**config.mk**
```make
export PLATFORM = sky130hd
export DESIGN_NAME = mbox_rx_fifo
export DESIGN_NICKNAME = d
export VERILOG_FILES = /design/src/rtl/mbox_rx_pkg.sv /design/src/rtl/mbox_rx_ptr.sv /design/src/rtl/mbox_rx_store.sv /design/src/rtl/mbox_rx_regs.sv /design/src/rtl/mbox_rx_fifo.sv
export SDC_FILE = /design/constraint.sdc
export NUM_CORES = 1
export LEC_CHECK = 0
export BUFFER_PORTS_ARGS = -buffer_cell sky130_fd_sc_hd__buf_2
export CORE_MARGIN = 3
export CORE_UTILIZATION = 40
export DETAILED_ROUTE_END_ITERATION = 16
export PLACE_DENSITY = 0.62
export SYNTH_ARGS = -nofsm -noshare
export SYNTH_HDL_FRONTEND = slang
export SYNTH_HIERARCHICAL = 1
export SYNTH_SLANG_ARGS = --single-unit
```
**constraint.sdc**
```tcl
create_clock -name clk -period 8.9 [get_ports clk]
set_clock_uncertainty 0.05 [all_clocks]
set_input_delay 0 -clock clk [delete_from_list [all_inputs] [get_ports clk]]
set_output_delay 0 -clock clk [all_outputs]
set_load 0.05 [all_outputs]
```
**src/rtl/mbox_rx_pkg.sv**
```systemverilog
package mbox_rx_pkg;
  localparam int CHAN_W = 3;
  localparam int MSG_W  = 64;
  localparam int ADDR_W = 6;
  localparam int DATA_W = 32;

  typedef struct packed {
    logic [CHAN_W-1:0] chan;
    logic [MSG_W-1:0]  msg;
  } rx_entry_t;

  localparam logic [ADDR_W-1:0] OFS_CHAN  = 6'h00;
  localparam logic [ADDR_W-1:0] OFS_LOW   = 6'h04;
  localparam logic [ADDR_W-1:0] OFS_HIGH  = 6'h08;
  localparam logic [ADDR_W-1:0] OFS_POP   = 6'h0C;
  localparam logic [ADDR_W-1:0] OFS_CLR   = 6'h10;
  localparam logic [ADDR_W-1:0] OFS_STAT  = 6'h14;
  localparam logic [ADDR_W-1:0] OFS_PEND  = 6'h18;
  localparam logic [ADDR_W-1:0] OFS_MASK  = 6'h1C;
  localparam logic [ADDR_W-1:0] OFS_DEPTH = 6'h24;
endpackage

```
**src/rtl/mbox_rx_ptr.sv**
```systemverilog
module mbox_rx_ptr #(
  parameter int DEPTH = 16,
  parameter int PW    = 4
) (
  input  logic          clk,
  input  logic          rst_n,
  input  logic          clr,
  input  logic          adv,
  output logic [PW-1:0] ptr,
  output logic [PW-1:0] nxt
);
  localparam logic [PW-1:0] LAST = PW'(DEPTH - 1);

  // explicit wrap keeps non-power-of-two depths correct
  assign nxt = (ptr == LAST) ? '0 : ptr + 1'b1;

  always_ff @(posedge clk or negedge rst_n) begin
    if (!rst_n)      ptr <= '0;
    else if (clr)    ptr <= '0;
    else if (adv)    ptr <= nxt;
  end
endmodule

```
**src/rtl/mbox_rx_store.sv**
```systemverilog
module mbox_rx_store
  import mbox_rx_pkg::*;
#(
  parameter int DEPTH = 16,
  parameter int PW    = 4
) (
  input  logic          clk,
  input  logic          we,
  input  logic [PW-1:0] waddr,
  input  rx_entry_t     wentry,
  input  logic [PW-1:0] raddr,
  output rx_entry_t     rentry
);
  rx_entry_t mem [DEPTH];

  always_ff @(posedge clk) begin
    if (we) mem[waddr] <= wentry;
  end

  assign rentry = mem[raddr];
endmodule

```
**src/rtl/mbox_rx_regs.sv**
```systemverilog
module mbox_rx_regs
  import mbox_rx_pkg::*;
#(
  parameter int DEPTH = 16,
  parameter int PW    = 4
) (
  input  logic              clk,
  input  logic              rst_n,
  input  logic              reg_wen,
  input  logic [ADDR_W-1:0] reg_addr,
  input  logic [DATA_W-1:0] reg_wdata,
  input  rx_entry_t         head,
  input  logic [PW-1:0]     wr_ptr,
  input  logic [PW-1:0]     rd_ptr,
  input  logic              full_q,
  input  logic              empty,
  output logic              pop_req,
  output logic              fifo_clr,
  output logic              irq_clr,
  output logic              mask_ne,
  output logic [DATA_W-1:0] reg_rdata,
  output logic              irq
);
  logic [4:0] mask_q;
  logic       pend_q;
  logic       mask_we;

  assign pop_req  = reg_wen && (reg_addr == OFS_POP)  && reg_wdata[0];
  assign fifo_clr = reg_wen && (reg_addr == OFS_CLR)  && (reg_wdata == '0);
  assign irq_clr  = reg_wen && (reg_addr == OFS_PEND) && reg_wdata[0];
  assign mask_we  = reg_wen && (reg_addr == OFS_MASK);
  assign mask_ne  = mask_q[0];

  always_ff @(posedge clk or negedge rst_n) begin
    if (!rst_n) begin
      mask_q <= 5'h1F;
      pend_q <= 1'b0;
    end else begin
      if (mask_we) mask_q <= reg_wdata[4:0];
      if (irq_clr) pend_q <= 1'b0;
      else         pend_q <= pend_q | (!empty && !mask_q[0]);
    end
  end

  assign irq = pend_q;

  always_comb begin
    reg_rdata = '0;
    unique case (reg_addr)
      OFS_CHAN:  reg_rdata = DATA_W'(head.chan);
      OFS_LOW:   reg_rdata = head.msg[31:0];
      OFS_HIGH:  reg_rdata = head.msg[63:32];
      OFS_STAT:  reg_rdata = {8'(rd_ptr), 8'(wr_ptr), 13'd0, full_q, 2'd0};
      OFS_PEND:  reg_rdata = DATA_W'(pend_q);
      OFS_MASK:  reg_rdata = DATA_W'(mask_q);
      OFS_DEPTH: reg_rdata = DATA_W'(DEPTH - 1);
      default:   reg_rdata = '0;
    endcase
  end
endmodule

```
**src/rtl/mbox_rx_fifo.sv**
```systemverilog
module mbox_rx_fifo
  import mbox_rx_pkg::*;
#(
  parameter int DEPTH = 16
) (
  input  logic              clk,
  input  logic              rst_n,
  input  logic              push_valid,
  output logic              push_ready,
  input  logic [CHAN_W-1:0] push_chan,
  input  logic [MSG_W-1:0]  push_msg,
  input  logic              reg_wen,
  input  logic [ADDR_W-1:0] reg_addr,
  input  logic [DATA_W-1:0] reg_wdata,
  output logic [DATA_W-1:0] reg_rdata,
  output logic              irq
);
  localparam int PW = (DEPTH > 2) ? $clog2(DEPTH) : 1;

  logic [PW-1:0] wr_ptr, rd_ptr, wr_nxt, rd_nxt;
  logic          full_q, empty;
  logic          pop_req, fifo_clr, irq_clr, mask_ne;
  logic          push_fire, pop_fire;
  rx_entry_t     head, wentry;

  assign empty      = (wr_ptr == rd_ptr) && !full_q;
  assign push_ready = !full_q;
  assign push_fire  = push_valid && push_ready && !fifo_clr;
  assign pop_fire   = pop_req && !empty && !fifo_clr;
  assign wentry     = '{chan: push_chan, msg: push_msg};

  mbox_rx_ptr #(.DEPTH(DEPTH), .PW(PW)) u_wr (
    .clk(clk), .rst_n(rst_n), .clr(fifo_clr), .adv(push_fire),
    .ptr(wr_ptr), .nxt(wr_nxt));

  mbox_rx_ptr #(.DEPTH(DEPTH), .PW(PW)) u_rd (
    .clk(clk), .rst_n(rst_n), .clr(fifo_clr), .adv(pop_fire),
    .ptr(rd_ptr), .nxt(rd_nxt));

  always_ff @(posedge clk or negedge rst_n) begin
    if (!rst_n)                      full_q <= 1'b0;
    else if (fifo_clr)               full_q <= 1'b0;
    else if (push_fire && !pop_fire) full_q <= (wr_nxt == rd_ptr);
    else if (pop_fire && !push_fire) full_q <= 1'b0;
  end

  mbox_rx_store #(.DEPTH(DEPTH), .PW(PW)) u_store (
    .clk(clk), .we(push_fire), .waddr(wr_ptr), .wentry(wentry),
    .raddr(rd_ptr), .rentry(head));

  mbox_rx_regs #(.DEPTH(DEPTH), .PW(PW)) u_regs (
    .clk(clk), .rst_n(rst_n), .reg_wen(reg_wen), .reg_addr(reg_addr),
    .reg_wdata(reg_wdata), .head(head), .wr_ptr(wr_ptr), .rd_ptr(rd_ptr),
    .full_q(full_q), .empty(empty), .pop_req(pop_req), .fifo_clr(fifo_clr),
    .irq_clr(irq_clr), .mask_ne(mask_ne), .reg_rdata(reg_rdata), .irq(irq));
endmodule

```
==> run metrics <==
peak supply drop 0.159 mV; Num CTS Buffers 108; relative slew slack 17.0%; largest net degree at the start of global routing 120; final setup vio count 0; die area 108000 um2; # IOs 143; Final Hold Viols 0; area grow syn2layout 16.2%; final RePlAce weighted congestion 0.789; Slew @ Worst Pin 1.24 ns; static leakage 0.0150 uW; CTS tree built; CTS root buffer clkbuf_16; Max Freq 198 MHz; GR Overflow Total 0; unrepaired setup endpoints after global routing false; first-pass GRT wire length 148000 um; final setup margin 3.84 ns; Post-CTS Setup Bufs 0; Post-CTS Resized 0; H-tree depth 3; synthesized instance count 1822; post-DP HPWL 56600 um; Final #Nets 2213; Worst Path Class, Setup input pin to register; YS warnings 6; Avg Inst Size Synth 22.8 um2; die width 328 um; Initial Util 40.6%; routed wire length per instance 28.2 um; Via density 5.71; Routed Antenna Nets 0; clock slew at reported path FFs 0.06 ns; crit end category register; power density over cell area 239 nW/um2; CTS sink count 1087; Net Count, Synth 1933; antenna violations before repair 10; Place WS 4.34 ns; Max Cap Viol 0; vias in the first global route 21200; DR iter-0 viols 2066; Vias 20400; fin crit share 56.8%; worst-skew pair later-pin latency 0.69 ns; drt drc 0; crit-path max FO 43; fin. max-slew vios 0; post-layout min period 5.06 ns; Startpoint Class input pin; Mapped Area 41600 um2; Core Rows 117; Placeable Area 102000 um2; Clock Tree Buf Depth 3; outcome complete, no violations; crit path DAT 5.30 ns; hold buffers post-CTS 87; proportion of layout cells with a drive suffix above 1 29.1%; Total Wirelength 101000 um; CP Data Required Time 9.14 ns; Setup TNS Final 0 ns; Hold Path Class input pin to async pin; die height 328 um; PortBufs 142; GRT Total Usage 18.8%; Pre-Repair DR Iteration Count 6
[critical path, cell delays in order]
cell and delay, ns:
dlygate4sd3_1 0.51, buf_2 0.10, nor2_1 0.03, dlygate4sd3_1 0.54, nand3_1 0.08, dlygate4sd3_1 0.56, nor3_2 0.10, nor3b_1 1.02
nand3_1 0.51, nor2_4 0.91, buf_4 0.76
[final cells by class]
type | instances | area, um2
antenna | 7 | 17.5
timing repair buffer | 266 | 1880
clock inverter | 62 | 644
clock buffer | 138 | 2840
sequential | 1087 | 32600
fill | 8392 | 54100
inverter | 2 | 7.51
multi-input combinational | 637 | 8660
tap | 1368 | 1710
[sequential cells by signal, summed over array words and instances, names as in the netlist]
register       count
full_q             1
u_rd/ptr           4
u_regs/irq         1
u_regs/mask_q      5
u_store/mem     1072
u_wr/ptr           4
[layer usage]
| layer | wire (um) | GRT usage, % | part of all wire [%] |
|---|---|---|---|
| met5 | 27 | 0 | 0.027 |
| met4 | 1790 | 4.27 | 1.8 |
| met3 | 8260 | 4.06 | 8.2 |
| met2 | 47200 | 29.0 | 47 |
| met1 | 43500 | 27.6 | 43 |
[placed cells by master (no fill, tap or decap), types with 9 or more instances in the layout]
master         count
edfxtp_1        1072
mux4_2           268
buf_2            142
a22oi_1          135
clkbuf_16        109
dlygate4sd3_1     87
nand2_1           79
buf_4             35
clkbuf_1          29
clkinv_1          25
a22o_1            20
clkinv_2          15
nor2_4            13
nor2_1            12
nor4_1            10
xor2_1             9
bufinv_16          9
and2_1             9
[through the flow]
stage	area [um2]	power [uW]	hold slack [ns]	cells	util, %
floorplan	41600	6800	-0.346	1822	-
global placement	44000	7170	-0.0934	3273	42.9
detailed placement	44000	7210	-0.0833	3273	42.9
CTS	48300	11700	0.00742	3560	47.2
global route	48300	12000	0.0679	3564	47.2
finish	48300	11600	0.0602	3567	47.2
[report_power, final]
group / switching [uW] / internal (uW)
Combinational: 651 / 460
Clock: 1910 / 2530
Sequential: 123 / 5890
Total: 2680 / 8880
[path summary, 6_finish.rpt]
kind / start / endpoint / slack, ns / cells past startpoint
min in group clk: reg_addr[4] / u_rd/ptr[3] / 0.11 / 6
max: reg_wdata[6] / u_store/mem[14][12] / 3.84 / 11
min: rst_n / u_regs/mask_q[0] / 0.06 / 2
max reg2reg: full_q / u_store/mem[14][12] / 4.55 / 4
max in group asynchronous: rst_n / u_rd/ptr[1] / 7.52 / 3
min reg2reg: u_regs/irq / u_regs/irq / 0.49 / 2
(Power assumes the default switching activity.)
